**src/rtl/nib_dram_pkg.sv**
```systemverilog
package nib_dram_pkg;

    localparam int HOST_AW = 16;
    localparam int BYTE_W  = 8;
    localparam int NIB_W   = BYTE_W / 2;
    localparam int HALF_AW = HOST_AW / 2;
    localparam int MEM_AW  = HALF_AW + 1;

    typedef enum logic [3:0] {
        ST_IDLE,
        ST_ROW,
        ST_RAS,
        ST_COL,
        ST_CAS0,
        ST_PRE1,
        ST_CAS1,
        ST_REL_OE,
        ST_REL_CAS,
        ST_REL_RAS
    } seq_state_e;

    typedef enum logic {
        OP_RD = 1'b0,
        OP_WR = 1'b1
    } op_e;

    typedef struct packed {
        logic ras_n;
        logic cas_n;
        logic oe_n;
        logic we_n;
    } strobes_t;

    typedef struct packed {
        logic [HOST_AW-1:0] addr;
        logic [BYTE_W-1:0]  wdata;
    } xfer_t;

    function automatic logic is_cas_phase(seq_state_e s);
        return (s == ST_CAS0) || (s == ST_CAS1);
    endfunction

    function automatic seq_state_e next_state(seq_state_e s, op_e op);
        seq_state_e n;
        case (s)
            ST_ROW:     n = ST_RAS;
            ST_RAS:     n = ST_COL;
            ST_COL:     n = ST_CAS0;
            ST_CAS0:    n = ST_PRE1;
            ST_PRE1:    n = ST_CAS1;
            ST_CAS1:    n = (op == OP_RD) ? ST_REL_OE : ST_REL_CAS;
            ST_REL_OE:  n = ST_REL_CAS;
            ST_REL_CAS: n = ST_REL_RAS;
            default:    n = ST_IDLE;
        endcase
        return n;
    endfunction

endpackage

```
**src/rtl/nib_dram_seq.sv**
```systemverilog
module nib_dram_seq
    import nib_dram_pkg::*;
#(
    parameter int GAP     = 1,
    parameter int RD_WAIT = 2
) (
    input  logic       clk,
    input  logic       rst,
    input  logic       start,
    input  op_e        start_op,
    output seq_state_e state,
    output op_e        op,
    output logic       step,
    output logic       done
);

    localparam int MAXD = (GAP > RD_WAIT) ? GAP : RD_WAIT;
    localparam int CW   = $clog2(MAXD + 1);

    logic [CW-1:0] cnt;
    logic [CW-1:0] last_cnt;

    always_comb begin
        if (is_cas_phase(state) && op == OP_RD)
            last_cnt = CW'(RD_WAIT - 1);
        else
            last_cnt = CW'(GAP - 1);
    end

    assign step = (state != ST_IDLE) && (cnt == last_cnt);

    always_ff @(posedge clk) begin
        if (rst) begin
            state <= ST_IDLE;
            op    <= OP_RD;
            cnt   <= '0;
            done  <= 1'b0;
        end else begin
            done <= 1'b0;
            if (state == ST_IDLE) begin
                cnt <= '0;
                if (start) begin
                    state <= ST_ROW;
                    op    <= start_op;
                end
            end else if (step) begin
                cnt   <= '0;
                state <= next_state(state, op);
                if (state == ST_REL_RAS)
                    done <= 1'b1;
            end else begin
                cnt <= cnt + 1'b1;
            end
        end
    end

    a_r2_timer_bound: assert property (@(posedge clk) disable iff (rst)
        cnt <= CW'(MAXD - 1));

    a_r12_done_pulse: assert property (@(posedge clk) disable iff (rst)
        done |=> !done);

    a_r12_done_idle: assert property (@(posedge clk) disable iff (rst)
        done |-> (state == ST_IDLE));

endmodule

```
**src/rtl/nib_dram_addr.sv**
```systemverilog
module nib_dram_addr
    import nib_dram_pkg::*;
(
    input  seq_state_e         state,
    input  logic [HALF_AW-1:0] row,
    input  logic [HALF_AW-1:0] col,
    output logic [MEM_AW-1:0]  mem_addr
);

    always_comb begin
        case (state)
            ST_ROW, ST_RAS:   mem_addr = {1'b0, row};
            ST_COL, ST_CAS0:  mem_addr = {1'b0, col};
            ST_PRE1, ST_CAS1, ST_REL_OE, ST_REL_CAS, ST_REL_RAS:
                              mem_addr = {1'b1, col};
            default:          mem_addr = '0;
        endcase
    end

endmodule

```
**src/rtl/nib_dram_dq.sv**
```systemverilog
module nib_dram_dq
    import nib_dram_pkg::*;
(
    input  logic              clk,
    input  logic              rst,
    input  seq_state_e        state,
    input  op_e               op,
    input  logic              step,
    input  logic [BYTE_W-1:0] wdata,
    input  logic [NIB_W-1:0]  dq_in,
    output strobes_t          strb,
    output logic              dq_oe,
    output logic [NIB_W-1:0]  dq_out,
    output logic [BYTE_W-1:0] rd_data
);

    logic rd;
    logic row_open;
    logic wr_span;

    assign rd = (op == OP_RD);

    always_comb begin
        row_open = 1'b0;
        wr_span  = 1'b0;
        case (state)
            ST_RAS, ST_COL, ST_CAS0, ST_PRE1, ST_CAS1, ST_REL_OE, ST_REL_CAS:
                row_open = 1'b1;
            default: row_open = 1'b0;
        endcase
        case (state)
            ST_COL, ST_CAS0, ST_PRE1, ST_CAS1, ST_REL_CAS:
                wr_span = !rd;
            default: wr_span = 1'b0;
        endcase
    end

    always_comb begin
        strb.ras_n = !row_open;
        strb.cas_n = !(is_cas_phase(state) || (state == ST_REL_OE));
        strb.oe_n  = !(rd && (is_cas_phase(state) || state == ST_PRE1));
        strb.we_n  = !wr_span;
    end

    assign dq_oe = wr_span;

    always_comb begin
        if (!wr_span)
            dq_out = '0;
        else if (state == ST_COL || state == ST_CAS0)
            dq_out = wdata[NIB_W-1:0];
        else
            dq_out = wdata[BYTE_W-1:NIB_W];
    end

    always_ff @(posedge clk) begin
        if (rst) begin
            rd_data <= '0;
        end else if (step && rd) begin
            if (state == ST_CAS0)
                rd_data[NIB_W-1:0] <= dq_in;
            else if (state == ST_CAS1)
                rd_data[BYTE_W-1:NIB_W] <= dq_in;
        end
    end

    a_r9_no_contention: assert property (@(posedge clk) disable iff (rst)
        !(dq_oe && !strb.oe_n));

    a_r13_cas_in_ras: assert property (@(posedge clk) disable iff (rst)
        !strb.cas_n |-> !strb.ras_n);

    a_r7_early_write: assert property (@(posedge clk) disable iff (rst)
        ($fell(strb.cas_n) && !strb.we_n) |-> $past(!strb.we_n && dq_oe));

    a_r6_ras_last: assert property (@(posedge clk) disable iff (rst)
        $rose(strb.ras_n) |-> (strb.oe_n && strb.cas_n));

endmodule

```
**src/rtl/nib_dram_ctrl.sv**
```systemverilog
module nib_dram_ctrl
    import nib_dram_pkg::*;
#(
    parameter int GAP     = 1,
    parameter int RD_WAIT = 2
) (
    input  logic                clk,
    input  logic                rst,
    input  logic                req_rd,
    input  logic                req_wr,
    input  logic [HOST_AW-1:0]  req_addr,
    input  logic [BYTE_W-1:0]   req_wdata,
    output logic                busy,
    output logic                done,
    output logic [BYTE_W-1:0]   rd_data,
    output logic [MEM_AW-1:0]   mem_addr,
    output logic                mem_ras_n,
    output logic                mem_cas_n,
    output logic                mem_oe_n,
    output logic                mem_we_n,
    input  logic [NIB_W-1:0]    dq_in,
    output logic [NIB_W-1:0]    dq_out,
    output logic                dq_oe
);

    seq_state_e state;
    op_e        op;
    logic       step;
    logic       accept;
    xfer_t      cap;
    strobes_t   strb;

    assign accept = (state == ST_IDLE) && (req_rd || req_wr);
    assign busy   = (state != ST_IDLE);

    always_ff @(posedge clk) begin
        if (rst) begin
            cap <= '0;
        end else if (accept) begin
            cap.addr  <= req_addr;
            cap.wdata <= req_wdata;
        end
    end

    nib_dram_seq #(
        .GAP     (GAP),
        .RD_WAIT (RD_WAIT)
    ) seq_i (
        .clk      (clk),
        .rst      (rst),
        .start    (accept),
        .start_op (req_rd ? OP_RD : OP_WR),
        .state    (state),
        .op       (op),
        .step     (step),
        .done     (done)
    );

    nib_dram_addr addr_i (
        .state    (state),
        .row      (cap.addr[HOST_AW-1:HALF_AW]),
        .col      (cap.addr[HALF_AW-1:0]),
        .mem_addr (mem_addr)
    );

    nib_dram_dq dq_i (
        .clk     (clk),
        .rst     (rst),
        .state   (state),
        .op      (op),
        .step    (step),
        .wdata   (cap.wdata),
        .dq_in   (dq_in),
        .strb    (strb),
        .dq_oe   (dq_oe),
        .dq_out  (dq_out),
        .rd_data (rd_data)
    );

    assign mem_ras_n = strb.ras_n;
    assign mem_cas_n = strb.cas_n;
    assign mem_oe_n  = strb.oe_n;
    assign mem_we_n  = strb.we_n;

    a_r1_idle_quiet: assert property (@(posedge clk) disable iff (rst)
        !busy |-> (mem_ras_n && mem_cas_n && mem_oe_n && mem_we_n && !dq_oe));

    a_r10_ignore_busy: assert property (@(posedge clk) disable iff (rst)
        (busy && (req_rd || req_wr)) |=> $stable(cap));

    a_r5_addr_stable_cas: assert property (@(posedge clk) disable iff (rst)
        (!mem_cas_n && $past(!mem_cas_n)) |-> $stable(mem_addr));

    a_r12_done_after_close: assert property (@(posedge clk) disable iff (rst)
        $rose(done) |-> $past(mem_ras_n && busy));

endmodule

```
**config.mk**
```make
export PLATFORM = sky130hd
export DESIGN_NAME = nib_dram_ctrl
export DESIGN_NICKNAME = d
export VERILOG_FILES = /design/src/rtl/nib_dram_pkg.sv /design/src/rtl/nib_dram_seq.sv /design/src/rtl/nib_dram_addr.sv /design/src/rtl/nib_dram_dq.sv /design/src/rtl/nib_dram_ctrl.sv
export SDC_FILE = /design/constraint.sdc
export NUM_CORES = 1
export LEC_CHECK = 0
export BUFFER_PORTS_ARGS = -buffer_cell sky130_fd_sc_hd__buf_4
export CORE_UTILIZATION = 45
export CTS_BUF_LIST = sky130_fd_sc_hd__clkbuf_4 sky130_fd_sc_hd__clkbuf_8
export DETAILED_ROUTE_END_ITERATION = 6
export PLACE_DENSITY_LB_ADDON = 0.3
export SLEW_MARGIN = 40
export SYNTH_ARGS = -nofsm -noshare
export SYNTH_HDL_FRONTEND = slang
export SYNTH_SLANG_ARGS = --single-unit
```
**constraint.sdc**
```tcl
create_clock -name clk -period 3.4 [get_ports clk]
set_input_delay 1.02 -clock clk [delete_from_list [all_inputs] [get_ports clk]]
set_output_delay 1.02 -clock clk [all_outputs]
set_load 0.05 [all_outputs]
```
* After elaboration in Yosys (flattened, before gate mapping)
Index checks and enable logic that the tools add are counted.
** Cells by class
- Multiplexer cells :: 13
- Add/sub/neg operators :: 1
- Bitwise logic cells :: 3
- Reductions and logical operators :: 28
- Equality and inequality tests :: 11
** Operators by type and width (count)
- one-hot mux 4 bit (8 select lines) :: 1
- one-hot mux 9 bit (3 select lines) :: 1
- 2-to-1 mux 4 bit :: 6
- equality test 4 x 3 -> 1 bit (second input constant) :: 4
- OR reduction 5 bit :: 2
- equality test 4 x 2 -> 1 bit (second input constant) :: 2
- equality test 4 bit (second input constant) :: 2
- OR reduction 7 bit :: 1
- AND reduction 2 bit :: 3
- OR reduction 3 bit :: 2
- logical AND 1 bit :: 5
- logical OR 1 bit :: 5
- 2-to-1 mux 1 bit :: 5
- equality test 4 x 1 -> 1 bit (second input constant) :: 1
- zero test 1 bit :: 4
- zero test 4 bit :: 1
- nonzero test 4 bit :: 1
- OR reduction 2 bit :: 2
- NOT 1 bit :: 3
- AND reduction 3 bit :: 1
- adder 2 x 1 -> 2 bit (second input constant) :: 1
- equality test 2 x 1 -> 1 bit :: 1
- != test 2 bit (second input constant) :: 1
- nonzero test 2 bit :: 1
** Word-level totals
- Output and inout bits :: 28
- Register bits :: 40
- Logic and storage cells :: 64

* Logic depth before layout (Yosys ltp)
Gate-level depths: netlist (run 1).
- Depth in word-level cells :: 8
- Depth in mapped cells :: 6
- Gate-level depth less buffers :: 4

* Modules after synthesis
Synthesis (run 1) repeated with hierarchy kept, for this count alone.
** Second synthesis, totals
- Cell total of the unflattened synthesis :: 289
- Area, all modules :: 2731.4 µm²
** By module, submodules not included
- nib_dram_ctrl :: sequential area each 480.5 µm², times used 1, area an instance 1126.1 µm², cells each 107
- nib_dram_dq :: sequential area each 160.2 µm², times used 1, area an instance 613.1 µm², cells each 69
- nib_dram_addr :: sequential area each 0.0 µm², times used 1, area an instance 513.0 µm², cells each 58
- nib_dram_seq :: sequential area each 160.2 µm², times used 1, area an instance 479.2 µm², cells each 55

* Least setup slack after synthesis (run 1)
OpenSTA, ideal clock, no wires.
- Kind :: reg-to-output
- Start point :: register seq_i.state[1]
- End point :: output mem_addr[0]
- Buffers on the path :: 1
- Setup slack :: 0.226 ns
- Stages on the path, launching flop included :: 6
- Arrival :: 2.154 ns
- Path through :: dfxtp_1 -> buf_2 -> nand2b_1 -> a21oi_2 -> a22oi_1 -> o21ai_0
** On the way
- Word-level cells in the longest chain between the ends :: 3
** Ends and longest elaborated chain
- start, declared :: line nib_dram_seq.sv:11 : output seq_state_e state,
- start signal, assigned :: line nib_dram_seq.sv:48 : state <= next_state(state, op);
- equality test 4 x 3 -> 1 bit (tied with other cells) :: line nib_dram_addr.sv:11 : case (state)
- OR reduction 5 bit or OR reduction 2 bit (tied branches) :: line nib_dram_addr.sv:11
- one-hot mux 9 bit (3 select lines) * :: line nib_dram_addr.sv:11
- end, declared :: line nib_dram_ctrl.sv:16 : output logic [MEM_AW-1:0] mem_addr,
Every way passes the cells marked *; elsewhere a longest branch is shown, timed or not.

* Worst setup path in the final report (run 1)
- Start point :: register seq_i.state[0]
- End point :: output mem_addr[2]
The elaborated chain is that of the path after synthesis.

==> impl_metrics.toml, run 1 <==
[layout]
final_common_cell = "buf_4"
final_cells = 342
diodes = 0
multi_input_area_um2 = 1040
regArea_um2 = 801
nNetsFinal = 323
drive_above_1_share = 0.271
fin_area_um2 = 2490
layout_common_cells = "61 x buf_4, 60 x nand2_1, 40 x dfxtp_1"
syn_to_final_growth_pct = 28.2
fillCellCount = 388

[clocking]
post_cts_resized = 0
postCtsSetupBuffers = 0
clk_pin_slew_ns = 0.08
numCtsBuffers = 5
cts_tree = "done"
cts_buffer_depth = 2
h-tree-depth = 2
cts_hold_buf = 0
clock_latency_ns = 0.29
root_buffer = "clkbuf_8"
clock-sinks = 40

[power]
power.switching_mw = 0.406
p_leak_nw = 1.09
power.internal_mw = 0.890
swShare = 0.313
seq_power_share = 0.433
cellPowerDensity_nw_per_um2 = 519
pwr-share-comb = 0.243
pwr-share-clk = 0.324
peakVddDrop_v = 0.000238

[logic_synthesis]
ys_seq_area_frac = 0.412
synth_area_leader_cell = "dfxtp_1"
syn_avg_cell_area_um2 = 8.14
netlist.area_leader.share = 0.412
synth_nets = 271
synth-seq-cells = 40
synth_area_leaders = "dfxtp_1 41%, nand2_1 12%, a21oi_1 7.2%, mux2i_1 7.2%, nor2_1 3.7%"
netlist_area_um2 = 1950
syn_inst = 239
yosys_warnings = 0
ys_types = 42

[route]
via_per_inst = 5.20
vias = 1779
first_iter_violations = 98
drc_errors = 0
ant_nets = 0
dr.pass1.iters = 4
drt-total-wl_um = 4260
wl_per_cell_um = 12.5

[floorplan]
dieWidth_um = 67.8
core.rowCount = 23
io_pins = 60
coreArea_um2 = 4090
dieArea_um2 = 4590
die_h_um = 67.8
start_util = 0.476

[sta]
worst_pin_slew_ns = 0.507
hold_viol_final = 0
rsz0062_at_grt = "no"
fin_skew_ns = 0.00327
slew_violations = 0
finalSetupTns_ns = 0
final-setup-viol-count = 0
fmax_mhz = 319
max-slew-margin-rel = 0.661
period_minus_slack_ns = 3.13
period_share = 0.921

[placement]
dpl.cell_count = 334
place_congestion = 0.859
hpwlAfterDp_um = 2970
numPortBuffers = 59
place_area_um2 = 2370

[grt]
antenna_found_initial = 0
grt_overflow = 0
grt_use_total = 0.213
grt_pass1_vias = 1617
grt_max_degree = 42
grt_first_pass_wirelength_um = 7260

[worst_setup_path]
arrival_ns = 2.11
crit_chain = "nand2b_1 > a21oi_2 > a22oi_1 > o21ai_0 > buf_4"
cpPeakStageDelay_ns = 0.64
worstPathRequired_ns = 2.38
critPathKind = "reg2out"
start_kind = "register"
crit_slowest_cell = "dfxtp_1"
crit_path_end_kind = "output pin"
critPathMaxFanout = 14
reg2reg_slack_ns = 1.62

[worst_hold_path]
hp-class = "reg2reg"

[job]
drv_cap = 0

[status]
outcome = "finished, final reports clean"
-- flip-flops by register name, indices dropped and copies added (netlist names) --
register and cells:
cap 24, seq_i.state 4, seq_i.op 1, dq_i.rd_data 8, seq_i.cnt 2, seq_i.done 1
-- metrics by stage --
step / worst slack (ns) / hold slack, ns / utilization / power, mW
6_report: 0.269 / 0.455 / 0.611 / 1.30
5_1_grt: 0.0567 / 0.481 / 0.611 / 1.37
4_1_cts: 0.267 / 0.458 / 0.611 / 1.31
3_5_place_dp: 0.606 / 0.448 / 0.580 / 0.889
3_3_place_gp: 0.631 / 0.443 / 0.580 / 0.884
2_1_floorplan: 0.226 / 0.436 / - / 0.816
-- worst max-delay path: cells and delay by family (launching register included) --
family | cells | cell delay [ns]
AND/OR/NAND/NOR | 1 | 0.21
AO/OA/AOI/OAI | 3 | 0.72
flip-flops | 1 | 0.64
buffers and inverters | 1 | 0.24
-- cell families (layout without fill, tap and decap cells) --
family | count (synthesis) | count (layout) | share of synthesized area
xor gates and xnor gates | 3 | 3 | 0.0135
DFF | 40 | 40 | 0.412
buffers and inverters | 19 | 72 | 0.0559
AOI/OAI and AO/OA | 62 | 62 | 0.195
muxes | 14 | 14 | 0.0720
and+or+nand+nor | 101 | 101 | 0.252
-- final cells by class --
class | count | share of cell area
multi-input combinational | 180 | 0.415
sequential | 40 | 0.321
timing repair buffer | 61 | 0.184
clock buffer | 7 | 0.0386
tap | 50 | 0.0251
clock inverter | 1 | 0.0120
inverter | 3 | 0.00451
-- path summary, 6_finish.rpt --
kind / startpoint / endpoint / depth (start not counted)
setup / recovery: seq_i.state[0]$_SDFFE_PP0P_ / mem_addr[2] / 5
hold / removal: cap[20]$_SDFFE_PP0P_ / cap[20]$_SDFFE_PP0P_ / 2
setup reg to reg: seq_i.state[3]$_SDFFE_PP0P_ / seq_i.state[0]$_SDFFE_PP0P_ / 5
hold reg to reg: cap[20]$_SDFFE_PP0P_ / cap[20]$_SDFFE_PP0P_ / 2
-- power by group through the flow --
stage,registers (mW),logic [mW],clock network (mW)
3_3_place_gp,0.571,0.313,0
5_1_grt,0.571,0.348,0.453
2_1_floorplan,0.552,0.263,0
4_1_cts,0.561,0.319,0.430
6_report,0.561,0.315,0.419
3_5_place_dp,0.572,0.317,0
-- synth_stat cells --
| cell | count |
|---|---|
| a211oi_1 | 2 |
| a21bo_2 | 1 |
| a21boi_0 | 1 |
| a21oi_1 | 28 |
| a21oi_2 | 1 |
| a21oi_4 | 1 |
| a22oi_1 | 8 |
| and2_1 | 2 |
| buf_1 | 1 |
| buf_2 | 2 |
| buf_4 | 1 |
| buf_6 | 4 |
| clkbuf_1 | 7 |
| clkbuf_2 | 1 |
| dfxtp_1 | 40 |
| inv_1 | 3 |
| mux2i_1 | 14 |
| nand2_1 | 60 |
| nand2b_1 | 5 |
| nand3_1 | 1 |
| nand3_2 | 1 |
| nand3b_1 | 1 |
| nand3b_2 | 1 |
| nand4b_1 | 1 |
| nor2_1 | 19 |
| nor2b_1 | 1 |
| nor3_1 | 2 |
| nor3b_2 | 1 |
| nor4_1 | 1 |
| nor4_4 | 1 |
| nor4b_4 | 1 |
| nor4bb_1 | 1 |
| o211ai_1 | 1 |
| o21a_4 | 1 |
| o21ai_0 | 14 |
| o21ai_1 | 1 |
| o21ai_2 | 1 |
| o22ai_1 | 1 |
| o41ai_1 | 1 |
| or3b_1 | 2 |
| xnor2_1 | 2 |
| xor2_1 | 1 |
-- metal layers --
metal | GRT usage | vias up | part of all wire
li1 | - | 919 | -
met1 | 0.267 | 816 | 0.45
met2 | 0.344 | 38 | 0.49
met3 | 0.0541 | 6 | 0.047
met4 | 0.0851 | 0 | 0.014
met5 | 0 | - | 0
Power figures use the tool's default switching activity.
==> run 2, diff against run 1 <==
--- a/config.mk
+++ b/config.mk
@@ -5,10 +5,10 @@
 export SDC_FILE = /design/constraint.sdc
 export NUM_CORES = 1
 export LEC_CHECK = 0
-export BUFFER_PORTS_ARGS = -buffer_cell sky130_fd_sc_hd__buf_4
 export CORE_UTILIZATION = 45
 export CTS_BUF_LIST = sky130_fd_sc_hd__clkbuf_4 sky130_fd_sc_hd__clkbuf_8
 export DETAILED_ROUTE_END_ITERATION = 6
+export DONT_BUFFER_PORTS = 1
 export PLACE_DENSITY_LB_ADDON = 0.3
 export SLEW_MARGIN = 40
 export SYNTH_ARGS = -nofsm -noshare
==> impl_metrics.toml, run 2 (same netlist as run 1, synthesis figures left out) <==
[sta]
rsz0062_at_grt = "no"
period_minus_slack_ns = 3.06
max-slew-margin-rel = 0.626
worst_pin_slew_ns = 0.563
period_share = 0.899
hold_viol_final = 0
finalSetupTns_ns = 0
slew_violations = 0
final-setup-viol-count = 0
fin_skew_ns = 0.00767
fmax_mhz = 327

[grt]
grt_overflow = 0
grt_first_pass_wirelength_um = 6930
grt_pass1_vias = 1479
antenna_found_initial = 0
grt_use_total = 0.203
grt_max_degree = 42

[layout]
top_register = "cap"
syn_to_final_growth_pct = 11.3
nNetsFinal = 281
fillCellCount = 415
diodes = 0
fin_area_um2 = 2160
reg_top3 = "cap (24), dq_i.rd_data (8), seq_i.state (4)"
final_common_cell = "nand2_1"
largest_reg_flops = 24
regArea_um2 = 801
drive_above_1_share = 0.148
multi_input_area_um2 = 1040
layout_common_cells = "60 x nand2_1, 40 x dfxtp_1, 28 x a21oi_1"

[power]
p_leak_nw = 0.881
cellPowerDensity_nw_per_um2 = 565
peakVddDrop_v = 0.000237

[route]
drc_errors = 0
drt-total-wl_um = 4100
dr.pass1.iters = 4
wl_per_cell_um = 13.7
first_iter_violations = 49
vias = 1593
via_per_inst = 5.31
ant_nets = 0

[floorplan]
dieArea_um2 = 4590
io_pins = 60
start_util = 0.476
die_h_um = 67.8
dieWidth_um = 67.8
coreArea_um2 = 4090
core.rowCount = 23

[clocking]
cts_buffer_depth = 2
clock-sinks = 40
clk_pin_slew_ns = 0.08
root_buffer = "clkbuf_8"
cts_tree = "done"
cts_hold_buf = 0
numCtsBuffers = 5
clock_latency_ns = 0.29
h-tree-depth = 2
postCtsSetupBuffers = 0
post_cts_resized = 0

[worst_setup_path]
crit_path_end_kind = "output pin"
worstPathRequired_ns = 2.38
critPathMaxFanout = 14
start_kind = "register"
critPathKind = "reg2out"
arrival_ns = 2.04

[placement]
hpwlAfterDp_um = 2850
place_congestion = 0.774
place_area_um2 = 2050
numPortBuffers = 0

[status]
outcome = "finished, final reports clean"

[worst_hold_path]
hp-class = "reg2reg"

[job]
drv_cap = 0
[run 2: changes by cell type in the layout (fill, tap and decap cells not counted), sizes merged]
| cell | before | now |
|---|---|---|
| clkbuf | 7 | 6 |
| clkinv | 0 | 1 |
| buf | 61 | 19 |
[run 2: routing by layer]
layer / vias to the layer above / track usage / wire length, um
li1: 833 / - / -
met1: 706 / 0.249 / 1760
met2: 46 / 0.323 / 1990
met3: 8 / 0.0760 / 280
met4: 0 / 0.0718 / 73
met5: - / 0 / 0
[run 2: power breakdown]
part	leakage (nW)	switching [mW]	internal [mW]
Clock	0.0586	0.164	0.226
Sequential	0.327	0.0463	0.515
Combinational	0.495	0.183	0.0891
Total	0.881	0.393	0.830
[run 2: path summary, 6_finish.rpt]
| kind | start | slack, ns | endpoint | cells after the start |
|---|---|---|---|---|
| min reg2reg | cap[17]$_SDFFE_PP0P_ | 0.45 | cap[17]$_SDFFE_PP0P_ | 2 |
| max | seq_i.state[0]$_SDFFE_PP0P_ | 0.34 | mem_addr[4] | 5 |
| min | cap[17]$_SDFFE_PP0P_ | 0.45 | cap[17]$_SDFFE_PP0P_ | 2 |
| max reg2reg | seq_i.state[3]$_SDFFE_PP0P_ | 1.52 | seq_i.state[0]$_SDFFE_PP0P_ | 5 |
[run 2: layout make-up]
cell class | count | area share
clock buffers | 6 | 0.0353
clock inverters | 2 | 0.0162
inverters | 3 | 0.00520
repair buffers | 19 | 0.0659
multi-input cells | 180 | 0.479
well taps | 50 | 0.0289
flip-flops and latches | 40 | 0.370
[run 2: through the flow]
stage / cells / utilization / setup WS, ns / hold slack (ns) / total power, mW
6_report: 300 / 0.530 / 0.345 / 0.448 / 1.22
5_1_grt: 300 / 0.530 / 0.153 / 0.467 / 1.29
4_1_cts: 300 / 0.530 / 0.331 / 0.451 / 1.23
3_5_place_dp: 292 / 0.502 / 0.669 / 0.441 / 0.848
3_3_place_gp: 292 / 0.502 / 0.694 / 0.438 / 0.845
2_1_floorplan: 239 / - / 0.226 / 0.436 / 0.816
[run 2: critical path, stage by stage (launching register included)]
cell	delay (ns)
dfxtp_1	0.65
nand2b_1	0.21
a21oi_2	0.38
a22oi_1	0.11
o21ai_0	0.17
buf_4	0.22
